`src/rtl/ckpt_pkg.sv`:
```
package ckpt_pkg;
  localparam int CONF_W = 4;
  localparam logic [CONF_W-1:0] CONF_TOP = '1;

  // saturating confidence step: a miss clears, a hit climbs to the top
  function automatic logic [CONF_W-1:0] conf_step(input logic [CONF_W-1:0] v,
                                                  input logic miss);
    if (miss) return '0;
    return (v == CONF_TOP) ? v : v + 1'b1;
  endfunction
endpackage

```
`src/rtl/ckpt_conf_table.sv`:
```
module ckpt_conf_table
  import ckpt_pkg::*;
#(
  parameter int PC_W  = 16,
  parameter int IDX_W = 6
) (
  input  logic             clk,
  input  logic             rst_n,
  input  logic [PC_W-1:0]  lk_pc,
  input  logic [IDX_W-1:0] lk_hist,
  output logic             lk_high,
  input  logic             up_valid,
  input  logic             up_miss,
  input  logic [PC_W-1:0]  up_pc,
  input  logic [IDX_W-1:0] up_hist
);
  localparam int DEPTH = 1 << IDX_W;

  logic [CONF_W-1:0] tbl [DEPTH];
  logic [IDX_W-1:0]  lk_idx, up_idx;

  assign lk_idx  = lk_pc[IDX_W-1:0] ^ lk_hist;
  assign up_idx  = up_pc[IDX_W-1:0] ^ up_hist;
  assign lk_high = (tbl[lk_idx] == CONF_TOP);

  always_ff @(posedge clk or negedge rst_n) begin
    if (!rst_n) begin
      for (int i = 0; i < DEPTH; i++) tbl[i] <= '0;
    end else if (up_valid) begin
      tbl[up_idx] <= conf_step(tbl[up_idx], up_miss);
    end
  end

  a_r2_miss_clears: assert property (@(posedge clk) disable iff (!rst_n)
    up_valid && up_miss |=> tbl[$past(up_idx)] == '0);
  a_r2_top_holds: assert property (@(posedge clk) disable iff (!rst_n)
    up_valid && !up_miss && tbl[up_idx] == CONF_TOP |=> tbl[$past(up_idx)] == CONF_TOP);
endmodule

```
`src/rtl/ckpt_slot_fifo.sv`:
```
module ckpt_slot_fifo #(
  parameter int NUM_SLOTS = 8,
  parameter int CNT_W     = 6,
  localparam int IDW      = $clog2(NUM_SLOTS)
) (
  input  logic             clk,
  input  logic             rst_n,
  input  logic             push,
  input  logic             rollback,
  input  logic [IDW-1:0]   rb_slot,
  input  logic             inc,
  input  logic             dec,
  input  logic [IDW-1:0]   dec_slot,
  output logic [IDW-1:0]   head_slot,
  output logic [IDW-1:0]   tail_slot,
  output logic [IDW-1:0]   next_slot,
  output logic             full,
  output logic             pop,
  output logic [CNT_W-1:0] young_cnt
);
  localparam int OCC_W = IDW + 1;
  localparam logic [IDW-1:0] LAST = IDW'(NUM_SLOTS - 1);

  function automatic logic [IDW-1:0] wrap_inc(input logic [IDW-1:0] p);
    return (p == LAST) ? '0 : p + 1'b1;
  endfunction

  // number of slots from 'from' to 'to' inclusive, walking forward
  function automatic logic [OCC_W-1:0] span(input logic [IDW-1:0] from,
                                            input logic [IDW-1:0] to);
    logic [OCC_W-1:0] f, t;
    f = {1'b0, from};
    t = {1'b0, to};
    return (t >= f) ? t - f + 1'b1 : t + OCC_W'(NUM_SLOTS) - f + 1'b1;
  endfunction

  logic [IDW-1:0]   head, tail;
  logic [OCC_W-1:0] occ;
  logic [NUM_SLOTS-1:0][CNT_W-1:0] cnt_vec;

  for (genvar s = 0; s < NUM_SLOTS; s++) begin : g_slot
    logic [CNT_W-1:0] c;
    logic hit_inc, hit_dec, clr;
    assign hit_inc = inc && (tail == IDW'(s));
    assign hit_dec = dec && (dec_slot == IDW'(s));
    assign clr     = (rollback && rb_slot == IDW'(s)) || (push && next_slot == IDW'(s));
    always_ff @(posedge clk or negedge rst_n) begin
      if (!rst_n)                   c <= '0;
      else if (clr)                 c <= '0;
      else if (hit_inc && !hit_dec) c <= c + 1'b1;
      else if (hit_dec && !hit_inc) c <= c - 1'b1;
    end
    assign cnt_vec[s] = c;
  end

  assign head_slot = head;
  assign tail_slot = tail;
  assign next_slot = wrap_inc(tail);
  assign full      = (occ == OCC_W'(NUM_SLOTS));
  assign young_cnt = cnt_vec[tail];
  assign pop       = !rollback && (occ >= OCC_W'(2)) && (cnt_vec[head] == '0);

  always_ff @(posedge clk or negedge rst_n) begin
    if (!rst_n) begin
      head <= '0;
      tail <= '0;
      occ  <= OCC_W'(1);
    end else if (rollback) begin
      tail <= rb_slot;
      occ  <= span(head, rb_slot);
    end else begin
      if (push) tail <= wrap_inc(tail);
      if (pop)  head <= wrap_inc(head);
      occ <= occ + OCC_W'(push) - OCC_W'(pop);
    end
  end

  a_r9_rb_clears_target: assert property (@(posedge clk) disable iff (!rst_n)
    rollback |=> young_cnt == '0);
endmodule

```
`src/rtl/ckpt_ctrl.sv`:
```
module ckpt_ctrl
  import ckpt_pkg::*;
#(
  parameter int NUM_SLOTS = 8,
  parameter int CNT_W     = 6,
  parameter int INTERVAL  = 256,
  parameter int PC_W      = 16,
  parameter int HIST_W    = 6,
  localparam int IDW      = $clog2(NUM_SLOTS)
) (
  input  logic              clk,
  input  logic              rst_n,
  input  logic              br_valid,
  input  logic [PC_W-1:0]   br_pc,
  input  logic [HIST_W-1:0] br_hist,
  input  logic              res_valid,
  input  logic              res_miss,
  input  logic [PC_W-1:0]   res_pc,
  input  logic [HIST_W-1:0] res_hist,
  input  logic [IDW-1:0]    res_id,
  input  logic              force_req,
  input  logic              alloc_valid,
  output logic              alloc_ready,
  input  logic              done_valid,
  input  logic [IDW-1:0]    done_id,
  output logic [IDW-1:0]    cur_id,
  output logic              ck_valid,
  output logic [IDW-1:0]    ck_id,
  output logic              commit_valid,
  output logic [IDW-1:0]    commit_id,
  output logic              rb_valid,
  output logic [IDW-1:0]    rb_id
);
  localparam int SW = $clog2(INTERVAL + 1);
  localparam logic [CNT_W-1:0] CNT_TOP = '1;
  localparam logic [IDW-1:0]   LAST    = IDW'(NUM_SLOTS - 1);

  logic br_high, slots_full, want_ck, alloc_take, rec_pend;
  logic trig_branch, trig_interval, trig_overflow;
  logic [CNT_W-1:0] young_cnt;
  logic [IDW-1:0]   head_slot;
  logic [SW-1:0]    since;

  ckpt_conf_table #(.PC_W(PC_W), .IDX_W(HIST_W)) i_conf (
    .clk(clk), .rst_n(rst_n),
    .lk_pc(br_pc), .lk_hist(br_hist), .lk_high(br_high),
    .up_valid(res_valid), .up_miss(res_miss), .up_pc(res_pc), .up_hist(res_hist)
  );

  ckpt_slot_fifo #(.NUM_SLOTS(NUM_SLOTS), .CNT_W(CNT_W)) i_fifo (
    .clk(clk), .rst_n(rst_n),
    .push(ck_valid), .rollback(rb_valid), .rb_slot(res_id),
    .inc(alloc_take), .dec(done_valid), .dec_slot(done_id),
    .head_slot(head_slot), .tail_slot(cur_id), .next_slot(ck_id),
    .full(slots_full), .pop(commit_valid), .young_cnt(young_cnt)
  );

  assign commit_id     = head_slot;
  assign rb_valid      = res_valid && res_miss;
  assign rb_id         = res_id;
  assign trig_branch   = br_valid && (!br_high || rec_pend);
  assign trig_interval = (since == SW'(INTERVAL));
  assign trig_overflow = (young_cnt >= CNT_TOP - 1'b1);
  assign want_ck       = !rb_valid && (trig_branch || force_req || trig_interval || trig_overflow);
  assign ck_valid      = want_ck && !slots_full;
  assign alloc_ready   = (young_cnt != CNT_TOP);
  assign alloc_take    = alloc_valid && alloc_ready && !rb_valid;

  always_ff @(posedge clk or negedge rst_n) begin
    if (!rst_n) begin
      since    <= '0;
      rec_pend <= 1'b0;
    end else if (rb_valid) begin
      since    <= '0;
      rec_pend <= 1'b1;
    end else if (ck_valid) begin
      since    <= '0;
      rec_pend <= 1'b0;
    end else if (alloc_take && !trig_interval) begin
      since    <= since + 1'b1;
    end
  end

  a_r10_cur_follows_ck: assert property (@(posedge clk) disable iff (!rst_n)
    ck_valid |=> cur_id == $past(ck_id));
  a_r9_cur_after_rb: assert property (@(posedge clk) disable iff (!rst_n)
    rb_valid |=> cur_id == $past(rb_id));
  a_r8_commit_in_order: assert property (@(posedge clk) disable iff (!rst_n)
    commit_valid |=> !commit_valid ||
      commit_id == (($past(commit_id) == LAST) ? '0 : $past(commit_id) + 1'b1));
endmodule

```
`config.mk`:
```
export PLATFORM = sky130hd
export DESIGN_NAME = ckpt_ctrl
export DESIGN_NICKNAME = d
export VERILOG_FILES = /design/src/rtl/ckpt_pkg.sv /design/src/rtl/ckpt_conf_table.sv /design/src/rtl/ckpt_slot_fifo.sv /design/src/rtl/ckpt_ctrl.sv
export SDC_FILE = /design/constraint.sdc
export NUM_CORES = 1
export LEC_CHECK = 0
export BUFFER_PORTS_ARGS = -buffer_cell sky130_fd_sc_hd__buf_2
export CAP_MARGIN = 20
export CORE_MARGIN = 10
export CORE_UTILIZATION = 50
export CTS_CLUSTER_DIAMETER = 50
export DETAILED_ROUTE_END_ITERATION = 8
export GPL_TIMING_DRIVEN = 0
export PLACE_DENSITY_LB_ADDON = 0.2
export SYNTH_ARGS = -nofsm -noshare
export SYNTH_HDL_FRONTEND = slang
export SYNTH_SLANG_ARGS = --single-unit
```
`constraint.sdc`:
```
create_clock -name clk -period 5.9 [get_ports clk]
set_input_delay 0.295 -clock clk [delete_from_list [all_inputs] [get_ports clk]]
set_output_delay 0.295 -clock clk [all_outputs]
set_load 0.03 [all_outputs]
```
Word level (Yosys, flattened, before mapping)
Index checks and enable logic that the tools add are counted.
{"block": "word_totals", "regBits": 324, "input_bits": 58, "out_inout_bits": 16, "elab_cells": 311}
{"block": "op_classes", "add_sub_neg": 27, "n_lt_le_gt_ge": 8, "eq_ne": 34, "muxes": 54, "bitwise_logic": 5, "n_reduce_logical": 106}
{"cell": "bitwise mux 256 bit", "count": 1}
{"cell": "two-way mux 6 bit", "count": 26}
{"cell": "logical AND 1 bit", "count": 58}
{"cell": "equality test 3 bit (second input constant)", "count": 17}
{"cell": "adder 6 x 1 -> 6 bit (second input constant)", "count": 8}
{"cell": "binary-select mux 4 bit (select 6 bit)", "count": 2}
{"cell": "subtractor 6 x 1 -> 6 bit (second input constant)", "count": 8}
{"cell": "two-way mux 4 bit", "count": 11}
{"cell": "binary-select mux 6 bit (select 3 bit)", "count": 2}
{"cell": "two-way mux 9 bit", "count": 3}
{"cell": "nonzero test 3 bit", "count": 9}
{"cell": "demux 4 bit (select 6 bit)", "count": 1}
{"cell": "equality test 3 x 2 -> 1 bit (second input constant)", "count": 8}
{"cell": "logical NOT 1 bit", "count": 20}
{"cell": ">= comparator 7 bit (second input constant)", "count": 2}
{"cell": "NOT 6 -> 7 bit", "count": 2}
{"cell": "adder 4 x 1 -> 4 bit (second input constant)", "count": 3}
{"cell": "equality test 3 x 1 -> 1 bit (second input constant)", "count": 4}
{"cell": "equality test 4 bit (second input constant)", "count": 3}
{"cell": "logical NOT 3 bit", "count": 4}
{"cell": "logical OR 1 bit", "count": 12}
{"cell": "two-way mux 3 bit", "count": 4}
{"cell": "XOR 6 bit", "count": 2}
{"cell": "adder 9 x 1 -> 9 bit (second input constant)", "count": 1}
{"cell": "18 further kinds", "count": 23}

Depth between registers and ports, before layout
Gate-level depths: netlist of run 1.
{"block": "logic_depth", "depth_word": 17, "ltp_mapped": 18, "depth_no_buf": 17}

Modules after synthesis
From an unflattened synthesis of run 1, not the netlist that was laid out.
{"block": "hier_totals", "cells_unflattened": 1912, "area_unflattened_um2": 18622.9}
{"module": "ckpt_conf_table", "instances": 1, "cells_each": 1307, "area_per_inst_um2": 13057.5, "seq_area_each_um2": 6406.1}
{"module": "ckpt_slot_fifo", "instances": 1, "cells_each": 531, "area_per_inst_um2": 4878.4, "seq_area_each_um2": 1452.6}
{"module": "ckpt_ctrl", "instances": 1, "cells_each": 74, "area_per_inst_um2": 686.9, "seq_area_each_um2": 250.2}

Worst setup path after synthesis of run 1
Ideal clock, no wire load.
{"block": "synth_path", "path_type": "reg2reg", "startpoint": "register i_fifo.tail[0] (netlist: i_fifo.tail_slot[0])", "endpoint": "register i_fifo.g_slot[4].c[5]", "setup_time_ps": 86, "t_arrival_ps": 3832, "required_time_ps": 5814, "slack_ps": 1982, "stages_incl_launch_ff": 18, "path_buffers": 1, "period_less_slack_ps": 3918, "path_cell_list": "dfrtp_1 buf_1 mux4_2 o2111ai_1 o311ai_0 nor2_1 and3_1 ha_1 inv_1 ha_1 a21o_1 a21oi_1 o21bai_1 a21oi_1 xnor2_1 nor2_1 xnor2_1 nor3_1"}
{"block": "synth_between", "elab_chain_len": 9, "word_cells_on_any_way": 23, "cone_classes": "add/sub (1); order compare (1); eq/ne (4); mux (5); reduce/logical (12)"}
{"item": "from (decl)", "line": "ckpt_slot_fifo.sv:37", "rtl": "logic [IDW-1:0] head, tail;"}
{"item": "from (signal assigned)", "line": "ckpt_slot_fifo.sv:69", "rtl": "tail <= rb_slot;"}
{"item": "from (signal assigned)", "line": "ckpt_slot_fifo.sv:72", "rtl": "if (push) tail <= wrap_inc(tail);"}
{"item": "binary-select mux 6 bit (select 3 bit)", "line": "ckpt_slot_fifo.sv:60", "rtl": "assign young_cnt = cnt_vec[tail];"}
{"item": "two-way mux 6 bit (not written as such)", "line": "ckpt_slot_fifo.sv:60"}
{"item": ">= comparator 6 bit / inequality test 6 bit (equally long branches)", "line": "ckpt_ctrl.sv:63, ckpt_ctrl.sv:66"}
{"item": "logical OR 1 bit / logical AND 1 bit (equally long branches)", "line": "ckpt_ctrl.sv:64, ckpt_ctrl.sv:67"}
{"item": "logical AND 1 bit, on equally long branches", "line": "ckpt_ctrl.sv:64, ckpt_ctrl.sv:67"}
{"item": "logical AND 1 bit, on equally long branches", "line": "ckpt_ctrl.sv:65, ckpt_slot_fifo.sv:44"}
{"item": "logical AND 1 bit, or another cell as far along", "line": "ckpt_slot_fifo.sv:46", "rtl": "assign clr = (rollback && rb_slot == IDW'(s)) || (push && next_slot == IDW'(s));"}
{"item": "logical OR 1 bit, or another cell as far along", "line": "ckpt_slot_fifo.sv:46"}
{"item": "nonzero test 3 bit (no source line) / two-way mux 6 bit (equally long branches)"}
{"item": "to (signal assigned)", "line": "ckpt_slot_fifo.sv:50", "rtl": "else if (hit_inc && !hit_dec) c <= c + 1'b1;"}
{"item": "to (signal assigned)", "line": "ckpt_slot_fifo.sv:51", "rtl": "else if (hit_dec && !hit_inc) c <= c - 1'b1;"}
{"item": "to (decl)", "line": "ckpt_slot_fifo.sv:42", "rtl": "logic [CNT_W-1:0] c;"}
Several ways; a longest one is shown, not always the timed one. The select of a mux whose other input is x is not followed.
A chain may end at the register's enable or synchronous reset.

Final worst setup path of run 1
{"block": "layout_path", "startpoint": "input port res_hist[2]", "endpoint": "register i_conf.tbl[245] (netlist name)"}
{"block": "layout_between", "elab_chain_len": 10, "word_cells_on_any_way": 16, "cone_classes": "add/sub (1); order compare (2); eq/ne (1); mux (9); bitwise (2); reduce/logical (1)"}
{"item": "from (decl)", "line": "ckpt_ctrl.sv:19", "rtl": "input logic [HIST_W-1:0] res_hist,"}
{"item": "XOR 6 bit (*)", "line": "ckpt_conf_table.sv:23", "rtl": "assign up_idx = up_pc[IDX_W-1:0] ^ up_hist;"}
{"item": "NOT 6 -> 7 bit (not written as such) (*)", "line": "ckpt_conf_table.sv:30", "rtl": "tbl[up_idx] <= conf_step(tbl[up_idx], up_miss);"}
{"item": "binary-select mux 4 bit (select 6 bit)", "line": "ckpt_conf_table.sv:30"}
{"item": "two-way mux 4 bit (not written as such) (2 in series)", "line": "ckpt_conf_table.sv:30"}
{"item": "adder 4 x 1 -> 4 bit / equality test 4 bit (equally long branches)", "line": "ckpt_pkg.sv:9", "rtl": "return (v == CONF_TOP) ? v : v + 1'b1;"}
{"item": "two-way mux 4 bit (2 in series)", "line": "ckpt_pkg.sv:9"}
{"item": "two-way mux 4 bit", "line": "ckpt_conf_table.sv:29", "rtl": "end else if (up_valid) begin"}
{"item": "bitwise mux 256 bit (*)", "line": "ckpt_conf_table.sv:30"}
{"item": "to (signal, indexed assignment)", "line": "ckpt_conf_table.sv:30"}
{"item": "to (decl)", "line": "ckpt_conf_table.sv:19", "rtl": "logic [CONF_W-1:0] tbl [DEPTH];"}
Every way passes the cells marked *; elsewhere a longest branch is shown, timed or not. The select of a mux whose other input is x is not followed.

==> qor.txt, run 1 <==
Max Slew Vio Count - 0
Worst-margin pin slew - 1094 ps
Tcrit/Tclk final - 92.89%
WHS Endpoint - i_fifo.tail_slot[0]$_DFFE_PN0P_
Detailed-route DRC error count - 0
Hold depth - 3
Post-synth EDFFs - 0
Rows - 70
Port Buffers - 53
Share of cells above drive strength 1 - 14.36%
Seq/Total Area, Yosys - 43.53%
Crit path max-delay cell type - xor2_2
Filler cells - 3265
Synth area leaders - dfrtp_1 43%, nand2_1 8.8%, mux4_2 4.8%
CP startpoint kind - input pin
Cell Pwr Density - 443.7 nW/um^2
Skew final - 28.05 ps
WP data arrival - 5900 ps
CTS tree - yes
Area grow syn2layout - 13.64%
CTS sink cnt - 324
Hold WC Path Type - in2reg
Setup violators final - 0
Drt wl/cell - 25.54 um
Clk pin slew, worst setup/hold paths - 50 ps
Hold Path Origin - res_id[0]
DIE WIDTH - 213.0 um
Starting Density - 50.76%
Die area - 45380 sq um
Top-area cell type share of the netlist area - 43.39%
Final ANT Viol Nets - 0
Clk root buf - clkbuf_16
Gr usage total - 30.02%
Fin. Hold Viols - 0
Vias per inst - 6.472
Grt total ovfl - 0
Ys async rst share - 100.0%
Routed vias - 17053
Worst slew margin - 26.98%
Status - completed
Number of global-route vias before repair - 16443
Critical-path maximum fanout - 10
Syn Nets - 2150
Largest stage delay, worst path - 870 ps
Inserted Clock Buffers - 45
FF-to-FF setup slack - 1150 ps
Synth cell types - 67
Tmin final - 5481 ps
Detailed-route wire length - 67.30 mm
Worst r2r src - i_fifo.tail_slot[0]$_DFFE_PN0P_
Reg2reg end - i_fifo.occ[3]$_DFF_PN0_
Synthesis warning total - 0
Final HPWL DP - 48.46 mm
Worst skew pair latency - 590 ps
Syn Inst Count - 2019
Reg2Reg Depth - 14
Setup_tns - 0 ps
Worst path required time - 6320 ps
Ports - 74
Layout Nets - 2264
Initial DRT Pass Iterations - 7
Leading area contributor after synthesis - dfrtp_1
Core area - 36700 sq um
Max IR drop VDD - 0.2573 mV
Dominant synthesized flop cell - dfrtp_1
Crit-path cells - buf_2 -> xor2_2 -> buf_2 -> clkbuf_1 -> nand2_1 -> a31oi_1 -> o22ai_1 -> o21ai_0 -> nand4_1 -> nor2_1 -> ha_1 -> inv_1 -> nor3_4 -> mux2i_1 -> buf_4 -> clkbuf_1 -> o21ai_0
Syn Area/Cell - 9.226 sq um
Initial DRC count - 2059
Global-route wire length before repair - 102.9 mm
# H-tree levels - 2
Post-route cell area - 21170 sq um
Unrepaired setup endpoints after global routing - false
Chip height - 213.0 um
CTS max path bufs - 3
Leakage - 9.005 nW
Placed Area - 19690 sq um
Hold slack - 69.85 ps
Setup bufs post-CTS - 0
Antenna violations before repair - 2
Max-cap check violation count - 0
FMAX - 182.5 MHz
Post-synthesis sequential element count - 324
Crit path kind - in2reg
Crit end category - register
Largest net degree at the start of global routing - 100
GPL Wtd Cong - 1.029
Cell area after synthesis - 18630 sq um
## synth_stat cells, types with 21 or more instances
| cell | n |
|---|---|
| o22ai_1 | 21 |
| xor2_1 | 41 |
| mux4_2 | 40 |
| or2_2 | 45 |
| inv_1 | 66 |
| ha_1 | 63 |
| o31ai_1 | 89 |
| o21ai_0 | 168 |
| nor2_1 | 115 |
| dfrtp_1 | 323 |
| o221ai_1 | 24 |
| nand2_1 | 439 |
| a21oi_1 | 68 |
| nor3_1 | 63 |
| clkbuf_1 | 59 |
| nand4_1 | 59 |
| buf_2 | 23 |
| xnor2_1 | 36 |
## report_power, final
group | total (mW) | internal (mW) | leakage [nW] | switching, mW
combinational | 3.37 | 1.26 | 3.92 | 2.11
clock | 2.70 | 1.59 | 0.717 | 1.12
sequential | 3.32 | 2.74 | 4.37 | 0.580
## repair_timing
item	in CTS	in global routing
hold endpoints to repair	76	0
hold buffers	1	0
resized for setup	0	0
## worst max-delay path: cells and delay by family
kind,cells,cell delay [ps]
AO/OA/AOI/OAI,4,860
XOR/XNOR,1,870
adder cells (fa/ha/maj),1,240
buffers and inverters,6,2300
multiplexers,1,460
AND/OR/NAND/NOR,4,840
## flip-flops by register name, indices dropped and copies added, names as in the netlist
name              count
i_conf.tbl          256
i_fifo.head_slot      3
rec_pend              1
i_fifo.g_slot.c      48
i_fifo.tail_slot      3
since                 9
i_fifo.occ            4
## per-stage QoR
step	total power, mW	setup WS, ps	util (%)	instances
finish	9.393	419.4	57.68	2635
global route	9.924	351.6	57.67	2634
CTS	9.335	654.1	57.67	2634
detailed placement	6.618	65.60	53.64	2553
global placement	6.512	-1678	53.08	2540
floorplan	5.462	1982	-	2019
## cell type report
class                   instances  area, sq um  area share (%)
multi-input cells            1525         9823           46.41
repair buffers                 67        462.9           2.187
diodes                          1        2.502         0.01182
well taps                     468        585.6           2.766
flip-flops and latches        324         8109           38.31
plain buffers                 104        467.9           2.211
clock buffers                  54         1222           5.775
clock inverters                26        246.5           1.164
inverters                      66        247.7           1.170
## kinds of logic after synthesis
logic type                 Yosys count  share of synthesized area [%]
AOI/OAI and AO/OA                  489                          17.26
xor gates and xnor gates            81                          4.030
adders and majority gates           73                          5.306
buffers and inverters              170                          3.842
DFF                                324                          43.53
muxes                               71                          6.616
and+or+nand+nor                    811                          19.41
## metal layers
| layer | vias to the layer above | GRT usage, % | part of all wire, % |
|---|---|---|---|
| met5 | - | 0 | 0.051 |
| met4 | 2 | 14.35 | 5.0 |
| met3 | 232 | 8.284 | 12 |
| met2 | 993 | 42.94 | 42 |
| met1 | 8329 | 41.25 | 41 |
| li1 | 7497 | - | - |
## worst max path at each step
stage	startpoint	endpoint
2_1_floorplan	i_fifo.tail_slot[0]$_DFFE_PN0P_	i_fifo.g_slot[4].c[5]$_DFFE_PN0P_
3_3_place_gp	rst_n	i_fifo.g_slot[2].c[4]$_DFFE_PN0P_
3_5_place_dp	res_hist[2]	i_conf.tbl[245]$_DFFE_PN0P_
4_1_cts	res_hist[2]	i_conf.tbl[245]$_DFFE_PN0P_
5_1_grt	res_hist[2]	i_conf.tbl[49]$_DFFE_PN0P_
6_report	res_hist[2]	i_conf.tbl[245]$_DFFE_PN0P_
## layout by cell type (no fill, tap or decap), drive strengths merged, types with 5 or more instances in the layout
| cell type | instances |
|---|---|
| nand2 | 439 |
| dfrtp | 323 |
| o21ai | 170 |
| nor2 | 115 |
| clkbuf | 113 |
| buf | 111 |
| o31ai | 105 |
| inv | 74 |
| a21oi | 68 |
| nor3 | 64 |
| ha | 63 |
| nand4 | 60 |
| or2 | 45 |
| xor2 | 45 |
| mux4 | 40 |
| xnor2 | 36 |
| o221ai | 24 |
| o22ai | 21 |
| nand3 | 20 |
| and3 | 19 |
| a21o | 18 |
| mux2 | 17 |
| nor4 | 14 |
| mux2i | 14 |
| and2 | 13 |
| a31oi | 12 |
| clkinv | 12 |
| fa | 10 |
| a311oi | 9 |
| a211oi | 9 |
| o21bai | 8 |
| o211ai | 6 |
| nand2b | 6 |
| or4 | 5 |
| a22o | 5 |
| a221oi | 5 |
No activity file was read; power rests on OpenSTA's default activity.
==> run 2, diff against run 1 <==
- CORE_UTILIZATION: 50 -> 45
==> run 2 against run 1 <==
Clock skew rose by 2.3 ps; die area rose by 10%; fmax fell by 2.5%; global-route usage fell by 3.2 points; largest cell class unchanged; worst hold slack barely moved; register-to-register slack got worse by 130 ps; routed wire length rose by 1.5%; sequential share of layout area fell by 0.12 points.
==> qor.txt, run 2 (synthesis results as in run 1) <==
Final Power - 9.444 mW (+0.55%)
Reg with most FFs - i_conf.tbl
Crit path max-delay cell type - xor2_2
Setup violators final - 0 (unchanged)
Post-CTS resize count - 0 (unchanged)
Worst r2r src - i_fifo.tail_slot[0]$_DFFE_PN0P_
Largest stage delay, worst path - 820 ps (-50 ps)
Number of global-route vias before repair - 16430 (-0.079%)
Largest net degree at the start of global routing - 116 (+16%)
Unrepaired setup endpoints after global routing - false
Worst path required time - 6320 ps (about the same)
Global-route wire length before repair - 103.6 mm (+0.60%)
Placed Area - 19710 sq um (+0.14%)
Core area - 40920 sq um (+12%)
Rows - 74 (+5.7%)
Critical-path maximum fanout - 10 (unchanged)
DP Worst Slack - 2.021 ps (-63.58 ps)
Max Slew Vio Count - 0 (unchanged)
CP startpoint kind - input pin
Grt total ovfl - 0 (unchanged)
CTS tree - yes
Hold WC Path Type - in2reg
Cell Pwr Density - 444.7 nW/um^2 (+0.23%)
Final ANT Viol Nets - 0 (unchanged)
Fin. Hold Viols - 0 (unchanged)
CTS sink cnt - 324 (unchanged)
Tmin final - 5619 ps (+138.9 ps)
Setup_tns - 0 ps (unchanged)
Crit-path cells - buf_2 -> xor2_2 -> buf_2 -> clkbuf_1 -> nand2_1 -> a31oi_1 -> o22ai_1 -> o21ai_0 -> nand4_1 -> nor2_1 -> ha_1 -> inv_1 -> nor3_4 -> mux2i_1 -> buf_4 -> clkbuf_1 -> o21ai_0
DIE WIDTH - 223.5 um (+4.9%)
Worst skew pair latency - 590 ps (about the same)
Skew final - 30.31 ps (+2.254 ps)
Antenna violations before repair - 1 (-1)
Biggest registers after layout - i_conf.tbl (256), i_fifo.g_slot.c (48), since (9)
Worst setup startpoint - res_hist[2]
Diodes inserted - 0 (-1)
Starting Density - 45.52% (-5.2 points)
WP data arrival - 6040 ps (+140 ps)
Detailed-route DRC error count - 0 (unchanged)
Most common cell after layout, fill and taps aside - nand2_1
Commonest cells after routing, fill and taps aside - 439 x nand2_1, 323 x dfrtp_1, 168 x o21ai_0
Hold Path Origin - res_id[0]
Vias per inst - 6.316 (-2.4%)
Largest register FFs - 256 (unchanged)
CTS max path bufs - 3 (unchanged)
Filler cells - 3780 (+16%)
Leakage - 8.988 nW (-0.18%)
Share of cells above drive strength 1 - 14.32% (-0.040 points)
Buffers and inverters on the worst path - 6 (unchanged)
Detailed-route wire length - 68.31 mm (+1.5%)
# H-tree levels - 2 (unchanged)
Max-cap check violation count - 0 (unchanged)
Die area - 49930 sq um (+10%)
Final HPWL DP - 48.88 mm (+0.86%)
Drt wl/cell - 25.33 um (-0.83%)
GPL Wtd Cong - 1.035 (+0.63%)
FMAX - 178.0 MHz (-2.5%)
Slack of the critical path - 280.5 ps (-138.9 ps)
Max IR drop VDD - 0.2433 mV (-5.4%)
Initial DRC count - 2014 (-2.2%)
Gr usage total - 26.86% (-3.2 points)
Ports - 74 (unchanged)
Port Buffers - 53 (unchanged)
Routed vias - 17035 (-0.11%)
Clk root buf - clkbuf_16
Family with the most delay on the worst path - buffers and inverters
Post-route cell area - 21240 sq um (+0.33%)
Clk pin slew, worst setup/hold paths - 60 ps (about the same)
Status - completed
Area grow syn2layout - 14.00%
Initial DRT Pass Iterations - 5 (-2)
Worst slew margin - 25.34% (-1.6 points)
Worst-margin pin slew - 1119 ps (+24.33 ps)
Chip height - 223.5 um (+4.9%)
Tcrit/Tclk final - 95.25% (+2.4 points)
Inserted Clock Buffers - 44 (-2.2%)
Layout Nets - 2260 (-0.18%)
Crit end category - register
Crit path kind - in2reg
[run 2: worst paths after layout]
check                                                    endpoint  slack [ps]  cells after the start
worst min register to register        i_conf.tbl[134]$_DFFE_PN0P_         500                      2
worst max-delay path                  i_conf.tbl[113]$_DFFE_PN0P_         280                     17
worst min-delay path              i_fifo.tail_slot[0]$_DFFE_PN0P_          70                      3
worst max register to register  i_fifo.g_slot[5].c[5]$_DFFE_PN0P_        1020                     17
max in group asynchronous             i_conf.tbl[104]$_DFFE_PN0P_        4450                      3
min in group asynchronous             i_conf.tbl[238]$_DFFE_PN0P_         330                      2
[run 2: power breakdown]
part	switching [mW]	internal (mW)	leakage [nW]
Combinational	2.13	1.26	3.89
Clock	1.11	1.63	0.723
Sequential	0.577	2.74	4.37
[run 2: layout make-up]
type                       instances  area [sq um]  share of cell area [%]
clock inverter                    27         277.8                   1.308
sequential                       324          8109                   38.18
multi-input combinational       1525          9821                   46.24
clock buffer                      55          1224                   5.762
buffer                           104         467.9                   2.204
inverter                          66         247.7                   1.167
tap                              532         665.6                   3.134
timing repair buffer              64         424.2                   1.997
[run 2: metrics by stage]
step           utilization, %  cells  hold WS, ps
2_1_floorplan               -   2019      -0.5911
3_3_place_gp            47.79   2604        480.3
3_5_place_dp            48.17   2613        390.8
4_1_cts                 51.87   2696        44.75
5_1_grt                 51.89   2697        90.66
6_report                51.89   2697        70.34
[run 2: worst reg2reg max path, stage by stage (launching register included)]
cell	delay, ps
dfrtp_1	570
buf_1	560
mux4_2	590
o2111ai_1	200
o311ai_0	290
nor2_1	420
and3_1	230
ha_1	290
inv_1	150
ha_1	300
a21o_1	170
a21oi_1	250
o21bai_1	110
a21oi_1	190
xnor2_1	140
nor2_1	60
xnor2_1	140
nor3_1	160
[run 2: what timing repair did]
item | in CTS | in global routing
buffers inserted | 0 | 0
hold buffers | 1 | 0
endpoints found under the hold margin | 94 | 0
[run 2: routing by layer]
layer	track usage, %	up-vias	wire, um
met4	10.72	0	2734
li1	-	7491	-
met3	6.237	205	6781
met1	37.40	8417	29400
met5	0	-	0
met2	39.49	922	29390
